$ cat config.mk
export PLATFORM = sky130hd
export DESIGN_NAME = scsi_xfer_seq
export DESIGN_NICKNAME = d
export VERILOG_FILES = /design/src/rtl/sxs_pkg.sv /design/src/rtl/sxs_phase_dec.sv /design/src/rtl/sxs_last_byte.sv /design/src/rtl/sxs_end_rule.sv /design/src/rtl/scsi_xfer_seq.sv
export SDC_FILE = /design/constraint.sdc
export NUM_CORES = 1
export LEC_CHECK = 0
export BUFFER_PORTS_ARGS = -buffer_cell sky130_fd_sc_hd__buf_2
export CORE_MARGIN = 1
export CORE_UTILIZATION = 45
export DETAILED_ROUTE_END_ITERATION = 10
export PLACE_DENSITY = 0.75
export SETUP_SLACK_MARGIN = 0.15
export SLEW_MARGIN = 40
export SYNTH_ARGS = -nofsm -noshare
export SYNTH_HDL_FRONTEND = slang
export SYNTH_SLANG_ARGS = --single-unit
$ cat constraint.sdc
create_clock -name clk -period 1.7 [get_ports clk]
set_clock_uncertainty 0.1 [all_clocks]
set_input_delay 0.255 -clock clk [delete_from_list [all_inputs] [get_ports clk]]
set_output_delay 0.255 -clock clk [all_outputs]
set_load 0.03 [all_outputs]
$ cat src/rtl/sxs_pkg.sv
package sxs_pkg;

    localparam logic [2:0] PH_MSG_OUT = 3'b110;
    localparam logic [2:0] PH_MSG_IN  = 3'b111;

    typedef enum logic [1:0] {
        DIR_NONE = 2'b00,
        DIR_OUT  = 2'b01,
        DIR_IN   = 2'b10
    } dma_dir_e;

    typedef enum logic [2:0] {
        ST_IDLE,
        ST_XFER,
        ST_SEND_REQ,
        ST_ACK_HOLD,
        ST_WAIT_REQ,
        ST_PAD_REQ,
        ST_PAD_ACK
    } seq_state_e;

    typedef struct packed {
        seq_state_e state;
        logic [2:0] phase;
        logic       dma;
        logic       hold_last;
        logic       atn;
        logic       ack;
        logic       pop;
        logic       push;
        logic       dec;
        logic       done;
        logic       svc;
        dma_dir_e   dir;
    } seq_regs_t;

endpackage

$ cat src/rtl/sxs_phase_dec.sv
module sxs_phase_dec (
    input  logic [2:0] phase,
    output logic       inbound,
    output logic       is_msg_out,
    output logic       is_msg_in
);
    import sxs_pkg::*;

    always_comb begin
        inbound    = phase[0];
        is_msg_out = (phase == PH_MSG_OUT);
        is_msg_in  = (phase == PH_MSG_IN);
    end
endmodule

$ cat src/rtl/sxs_last_byte.sv
module sxs_last_byte #(
    parameter int CNT_W  = 16,
    parameter int FIFO_W = 5
) (
    input  logic              dma,
    input  logic [CNT_W-1:0]  cnt_val,
    input  logic [FIFO_W-1:0] fifo_cnt,
    output logic              last_out,
    output logic              last_in
);
    localparam logic [CNT_W-1:0]  CNT_ONE  = CNT_W'(1);
    localparam logic [FIFO_W-1:0] FIFO_ONE = FIFO_W'(1);

    always_comb begin
        last_out = dma ? (cnt_val == CNT_ONE) : (fifo_cnt == FIFO_ONE);
        last_in  = dma ? (cnt_val == CNT_ONE) : 1'b1;
    end
endmodule

$ cat src/rtl/sxs_end_rule.sv
module sxs_end_rule #(
    parameter int CNT_W  = 16,
    parameter int FIFO_W = 5
) (
    input  logic              dma,
    input  logic              inbound,
    input  logic [CNT_W-1:0]  cnt_val,
    input  logic [FIFO_W-1:0] fifo_cnt,
    output logic              complete
);
    localparam logic [FIFO_W-1:0] FIFO_ONE = FIFO_W'(1);

    logic fifo_empty;
    logic cnt_zero;

    always_comb begin
        fifo_empty = (fifo_cnt == '0);
        cnt_zero   = (cnt_val == '0);
        if (dma)
            complete = cnt_zero && fifo_empty;
        else if (inbound)
            complete = (fifo_cnt == FIFO_ONE);
        else
            complete = fifo_empty;
    end
endmodule

$ cat src/rtl/scsi_xfer_seq.sv
module scsi_xfer_seq #(
    parameter int CNT_W  = 16,
    parameter int FIFO_W = 5
) (
    input  logic              clk,
    input  logic              rst_n,
    input  logic              start,
    input  logic              dma_cmd,
    input  logic              pad_cmd,
    input  logic              atn_in,
    input  logic              bus_req,
    input  logic              bus_msg,
    input  logic              bus_cd,
    input  logic              bus_io,
    input  logic [CNT_W-1:0]  cnt_val,
    input  logic [FIFO_W-1:0] fifo_cnt,
    output logic              bus_ack,
    output logic              bus_atn,
    output logic              fifo_pop,
    output logic              fifo_push,
    output logic              cnt_dec,
    output logic [1:0]        dma_dir,
    output logic              cmd_done,
    output logic              bus_svc,
    output logic              busy
);
    import sxs_pkg::*;

    localparam logic [CNT_W-1:0] CNT_ONE = CNT_W'(1);

    seq_regs_t r_q, r_d;

    logic [2:0] bus_phase;
    logic       lat_inbound, lat_msg_out, lat_msg_in;
    logic       last_out, last_in;
    logic       complete;

    assign bus_phase = {bus_msg, bus_cd, bus_io};

    sxs_phase_dec u_phase (
        .phase      (r_q.phase),
        .inbound    (lat_inbound),
        .is_msg_out (lat_msg_out),
        .is_msg_in  (lat_msg_in)
    );

    sxs_last_byte #(.CNT_W(CNT_W), .FIFO_W(FIFO_W)) u_last (
        .dma      (r_q.dma),
        .cnt_val  (cnt_val),
        .fifo_cnt (fifo_cnt),
        .last_out (last_out),
        .last_in  (last_in)
    );

    sxs_end_rule #(.CNT_W(CNT_W), .FIFO_W(FIFO_W)) u_end (
        .dma      (r_q.dma),
        .inbound  (lat_inbound),
        .cnt_val  (cnt_val),
        .fifo_cnt (fifo_cnt),
        .complete (complete)
    );

    always_comb begin
        r_d      = r_q;
        r_d.pop  = 1'b0;
        r_d.push = 1'b0;
        r_d.dec  = 1'b0;
        r_d.done = 1'b0;
        r_d.svc  = 1'b0;

        unique case (r_q.state)
            ST_IDLE: begin
                if (start) begin
                    r_d.phase     = bus_phase;
                    r_d.dma       = dma_cmd;
                    r_d.atn       = atn_in;
                    r_d.ack       = 1'b0;
                    r_d.hold_last = 1'b0;
                    r_d.dir       = DIR_NONE;
                    r_d.state     = pad_cmd ? ST_PAD_REQ : ST_XFER;
                end
            end
            ST_XFER: begin
                if (!lat_inbound) begin
                    r_d.dir = r_q.dma ? DIR_OUT : DIR_NONE;
                    if (fifo_cnt != '0) begin
                        r_d.pop = 1'b1;
                        if (lat_msg_out && last_out)
                            r_d.atn = 1'b0;
                        r_d.hold_last = 1'b0;
                        r_d.state     = ST_SEND_REQ;
                    end
                end else begin
                    r_d.dir = r_q.dma ? DIR_IN : DIR_NONE;
                    if (bus_req) begin
                        r_d.push      = 1'b1;
                        r_d.ack       = 1'b1;
                        r_d.hold_last = lat_msg_in && last_in;
                        r_d.state     = ST_ACK_HOLD;
                    end
                end
            end
            ST_SEND_REQ: begin
                if (bus_req) begin
                    r_d.ack   = 1'b1;
                    r_d.state = ST_ACK_HOLD;
                end
            end
            ST_ACK_HOLD: begin
                if (!bus_req) begin
                    if (r_q.hold_last) begin
                        r_d.done  = 1'b1;
                        r_d.dir   = DIR_NONE;
                        r_d.state = ST_IDLE;
                    end else begin
                        r_d.ack   = 1'b0;
                        r_d.state = ST_WAIT_REQ;
                    end
                end
            end
            ST_WAIT_REQ: begin
                if (bus_req) begin
                    if (complete) begin
                        r_d.done  = 1'b1;
                        r_d.dir   = DIR_NONE;
                        r_d.state = ST_IDLE;
                    end else if (bus_phase != r_q.phase) begin
                        r_d.svc   = 1'b1;
                        r_d.dir   = DIR_NONE;
                        r_d.state = ST_IDLE;
                    end else begin
                        r_d.state = ST_XFER;
                    end
                end
            end
            ST_PAD_REQ: begin
                if (cnt_val == '0) begin
                    r_d.done  = 1'b1;
                    r_d.state = ST_IDLE;
                end else if (bus_req) begin
                    r_d.ack   = 1'b1;
                    r_d.state = ST_PAD_ACK;
                end
            end
            ST_PAD_ACK: begin
                if (!bus_req) begin
                    r_d.ack = 1'b0;
                    r_d.dec = 1'b1;
                    if (cnt_val == CNT_ONE) begin
                        r_d.done  = 1'b1;
                        r_d.state = ST_IDLE;
                    end else begin
                        r_d.state = ST_PAD_REQ;
                    end
                end
            end
            default: r_d.state = ST_IDLE;
        endcase
    end

    always_ff @(posedge clk or negedge rst_n) begin
        if (!rst_n) begin
            r_q <= '{state: ST_IDLE, phase: 3'b000, dma: 1'b0, hold_last: 1'b0,
                     atn: 1'b0, ack: 1'b0, pop: 1'b0, push: 1'b0, dec: 1'b0,
                     done: 1'b0, svc: 1'b0, dir: DIR_NONE};
        end else begin
            r_q <= r_d;
        end
    end

    assign bus_ack   = r_q.ack;
    assign bus_atn   = r_q.atn;
    assign fifo_pop  = r_q.pop;
    assign fifo_push = r_q.push;
    assign cnt_dec   = r_q.dec;
    assign dma_dir   = r_q.dir;
    assign cmd_done  = r_q.done;
    assign bus_svc   = r_q.svc;
    assign busy      = (r_q.state != ST_IDLE);

    AST_POP_PUSH_EXCL: assert property (@(posedge clk) disable iff (!rst_n)
        !(fifo_pop && fifo_push));
    AST_DIR_NONDMA: assert property (@(posedge clk) disable iff (!rst_n)
        (busy && !r_q.dma) |-> (dma_dir == DIR_NONE));
    AST_ACK_AFTER_REQ: assert property (@(posedge clk) disable iff (!rst_n)
        $rose(bus_ack) |-> $past(bus_req));
    AST_ATN_DROP_WITH_POP: assert property (@(posedge clk) disable iff (!rst_n)
        ($fell(bus_atn) && !$past(start)) |-> fifo_pop);
    AST_END_EXCL: assert property (@(posedge clk) disable iff (!rst_n)
        !(cmd_done && bus_svc));
    AST_DEC_ON_ACK_FALL: assert property (@(posedge clk) disable iff (!rst_n)
        cnt_dec |-> $fell(bus_ack));

endmodule

; Word-level counts from Yosys, hierarchy flattened
; Index checks and enable logic that the tools add are counted.
; W data, S select, Z words.
[op_classes]
n_reduce_logical = 17
eq_ne = 26
n_mux = 57
[op_table]
columns = op, count
row1 = $mux W3, 13
row2 = $mux W1, 28
row3 = $ne A2 B2 Y1 const B, 11
row4 = $pmux W3 S7, 1
row5 = $mux W2, 9
row6 = $eq A16 B1 Y1 const B, 1
row7 = $logic_not A16 Y1, 1
row8 = $eq A3 B3 Y1 const B, 5
row9 = $reduce_and A6 Y1, 2
row10 = $mux W10, 1
row11 = $ne A3 B3 Y1 const B, 3
row12 = $pmux W2 S4, 1
row13 = $reduce_and A7 Y1, 1
row14 = $eq A3 B2 Y1 const B, 2
row15 = $pmux W1 S6, 1
row16 = $reduce_bool A6 Y1, 1
row17 = $eq A5 B1 Y1 const B, 1
row18 = $logic_not A5 Y1, 1
row19 = $reduce_and A5 Y1, 1
row20 = $reduce_bool A5 Y1, 1
row21 = $mux W4, 1
row22 = $pmux W1 S4, 1
row23 = $pmux W2 S2, 1
row24 = $reduce_and A4 Y1, 1
row25 = other kinds (9), 11
[word_totals]
reg_bits = 17
elab_cells = 112
inputBits = 31
output_inout_bits = 10

; Logic depth before layout (Yosys ltp)
[depth]
ltp_word = 7
depth_mapped = 7
depth_no_buf = 5

; Modules after synthesis
; A second synthesis with hierarchy kept.
[unflattened]
hier_cells = 144
area_unflattened_um2 = 1292.5
[modules_own_cells]
columns = module, cells_each, area_per_inst_um2, n_inst, seq_area_each_um2
row1 = scsi_xfer_seq, 121, 1131.1, 1, 425.4
row2 = sxs_end_rule, 11, 73.8, 1, 0.0
row3 = sxs_last_byte, 9, 63.8, 1, 0.0
row4 = sxs_phase_dec, 3, 23.8, 1, 0.0

; Worst setup path after synthesis
; OpenSTA, ideal clock, no wires.
[synth_timing]
path_kind = reg2reg
from = reg r_q[15] in the netlist's numbering
to = reg r_q[10] in the netlist's numbering
t_required_ns = 1.475
path_stages_with_launch = 5
n_path_buf = 1
arrival_ns = 1.617
synth_period_minus_slack_ns = 1.842
setup_ns = 0.125
slack_ns = -0.142
path_cell_list = dfrtp_1 buf_6 or3_4 nor2_2 mux2_2
[synth_via]
elab_chain_cells = 2
[synth_lines]
columns = item, line
row1 = start: declaration, scsi_xfer_seq.sv:31  ; seq_regs_t r_q, r_d;
row2 = start signal: assignment, scsi_xfer_seq.sv:163  ; r_q <= '{state: ST_IDLE, phase: 3'b000, dma: 1'b0, hold_last: 1'b0,
row3 = start signal: assignment, scsi_xfer_seq.sv:167  ; r_q <= r_d;
row4 = $logic_not A3 Y1, scsi_xfer_seq.sv:71  ; unique case (r_q.state)
row5 = $reduce_and A2 Y1 (no line), --
; No other way between the ends.
; A chain may end at the register's enable or synchronous reset.

; Worst setup path after layout
[layout_timing]
from = reg r_q[16] in the netlist's numbering
to = reg r_q[13] in the netlist's numbering
; Same word-level chain as after synthesis.

==> results.cfg <==
[outcome]
status = finished, violations left
failed_checks = setup timing

[pwr]
p_sw_frac = 0.443
ir_drop_v = 0.00109
pwr-share-clk = 0.074
switchingPower_mw = 1.45
leakage_nw = 0.883
p_comb_frac = 0.687
power.density_nw_per_um2 = 1690
seqPwrFrac = 0.239
power_mw = 3.28
p_int_mw = 1.83

[route]
viasPerCell = 6.12
antenna_left = 0
wl_met3_microns = 280
drt_iter0_markers = 46
dr.pass1.iters = 4
wl_met1_mm = 1.75
wl_met2_mm = 2.13
routed_wirelength_mm = 4.30
wl_per_cell_microns = 18.5
dr.max_layer_used = met4
vias = 1419
drc = 0

[setup_path]
ff2ff_setup_slack_ps = -110
critical_path.max_fanout = 7
cp.required_ps = 1810
ff2ff_path_depth = 4
path_class = reg2reg
reg2reg_to = r_q[13]$_DFFE_PN0P_
start_kind = flip-flop
cp-end-kind = flip-flop
arrival_ps = 1920
r2r_start = r_q[16]$_DFFE_PN0P_

[yosys]
netlist.area_leader.share = 0.342
synth_seq_cells = 17
ys.flop_type = dfrtp_1
yosysTopAreaCell = dfrtp_1
synth_fp_nets = 161
synth-warning-count = 0
synthDistinctLibCells = 52
syn_inst = 130
syn_area_per_cell_sq_um = 9.58
synth-edff-count = 0
async_reset_ff_frac = 1.00
synthTopCellsByArea = dfrtp_1, o21ai_0, mux2_2
synth_common_cells = dfrtp_1, o21ai_0, nand2_1
syn-cell-area_sq_um = 1240
yosysMostFrequentCell = dfrtp_1
yosysSeqAreaShare = 0.342

[grt]
antenna_found_initial = 0
track_usage = 0.319
grt_max_degree = 18
grt_pass1_vias = 1366
grt_first_pass_wirelength_mm = 6.50
gr-total-overflow = 0

[clock_tree]
numCtsBuffers = 3
clk_pin_slew_ps = 120
clkLatencyLatePin_ps = 310
root_buffer = clkbuf_4
htree_num_levels = 1
cts_tree = built
clockBufferDepth = 2
cts.sinks = 17

[finish]
drive_above_1_share = 0.599
fin_util = 0.763
diodes = 0
syn_to_final_growth_pct = 55.9
fill_cells = 174
design_area_sq_um = 1940
fin_nets = 234

[hold_path]
min_path_type = in2reg
whs_endpoint = r_q[10]$_DFFE_PN0P_
worst_hold_startpoint = dma_cmd
holdPathStages = 2

[place]
place_area_sq_um = 1580
hpwl_mm = 2.71
io_buffers = 40
place_congestion = 0.945
pre_cts_ws_ps = -228

[floorplanning]
die_x_microns = 54.6
rows = 18
die_area_sq_um = 2980
core_sq_um = 2540
die_y_microns = 54.6
io-pin-count = 41
initial_utilization = 0.489

[timing]
finalSetupViolCount = 12
period_share = 1.07
setup_slack_ps = -113
layout_min_cycle_time_ps = 1810
worstMarginPinSlew_ps = 427
fmax_mhz = 552
hold_violations = 0
whs_ps = 73.4
maxSlewHeadroom = 0.715
rsz0062_at_grt = yes
slew_violations = 0

[flow_run]
drv_cap = 0
==> logic make-up after synthesis <==
kind of cell | synth area share
compound gates | 0.199
simple gates | 0.293
xor+xnor | 0.0281
flops | 0.342
buf+inv | 0.0683
mux | 0.0693
==> sequential cells by signal, indices dropped and copies added, names as in the netlist <==
signal	count
r_q	8
dma_dir	2
bus_ack	1
bus_atn	1
bus_svc	1
cmd_done	1
cnt_dec	1
fifo_pop	1
fifo_push	1
==> cell usage in the layout, fill, tap and decap left out, types with 3 or more instances in the layout <==
cell type and count:
xor2_1 3, dfrtp_2 3, mux2_2 3, dfrtp_1 14
nor2_1 4, o21ai_1 3, clkbuf_4 3, nand4_1 3
nor4_1 6, buf_4 28, o21ai_0 8, and3_1 3
nor2_4 3, buf_6 10, nand2_1 8, buf_2 38
nand2b_1 3, mux2i_1 3
==> metal layers <==
layer / global-route usage / up-vias
li1: - / 646
met4: 0.171 / 0
met1: 0.385 / 672
met3: 0.0528 / 16
met2: 0.534 / 85
met5: 0 / -
==> area by class of cell <==
| cell class | instances | area, sq um | area share |
|---|---|---|---|
| Clock inverter | 1 | 5.00 | 0.00258 |
| Tap cell | 30 | 37.5 | 0.0193 |
| Timing Repair Buffer | 77 | 523 | 0.270 |
| Sequential cell | 17 | 429 | 0.221 |
| Inverter | 2 | 7.51 | 0.00387 |
| Clock buffer | 3 | 22.5 | 0.0116 |
| Multi-Input combinational cell | 102 | 916 | 0.472 |
==> through the flow <==
stage,cells,setup TNS (ps)
global route,232,-1450
detailed placement,211,-1170
CTS,226,-371
floorplan,130,-300
global placement,211,-829
finish,232,-874
==> critical path, cell delays in order, from the launching register on <==
cell     delay, ps
dfrtp_2        470
buf_6          140
or3_4          380
nor2_4         240
mux2_2         380
==> how the worst max path moves through the flow <==
stage | cells past startpoint | slack, ps | from | end
after global placement | 5 | -160 | r_q[16]$_DFFE_PN0P_ | r_q[14]$_DFFE_PN0P_
after detailed placement | 5 | -230 | r_q[16]$_DFFE_PN0P_ | r_q[14]$_DFFE_PN0P_
final | 4 | -110 | r_q[16]$_DFFE_PN0P_ | r_q[13]$_DFFE_PN0P_
after CTS | 6 | -60 | r_q[16]$_DFFE_PN0P_ | r_q[14]$_DFFE_PN0P_
after floorplan | 4 | -70 | r_q[15]$_DFFE_PN0P_ | r_q[10]$_DFFE_PN0P_
after global routing | 8 | -150 | r_q[14]$_DFFE_PN0P_ | dma_dir[0]$_DFFE_PN0P_
==> power groups by stage <==
stage / Combinational (mW) / Sequential [mW] / Clock, mW
after floorplan: 1.09 / 0.794 / 0
after global placement: 1.47 / 0.784 / 0
after detailed placement: 1.50 / 0.790 / 0
after CTS: 1.93 / 0.763 / 0.240
after global routing: 2.39 / 0.801 / 0.265
final: 2.26 / 0.784 / 0.243
==> what timing repair did <==
action                                  in CTS  in global routing
hold buffers                                 1                  0
pin swaps                                   10                 11
buffers inserted                            10                  6
endpoints found under the setup margin      15                 15
hold endpoints to repair                    17                  0
gates resized for setup                     27                 21
No activity file was read; power rests on OpenSTA's default activity.
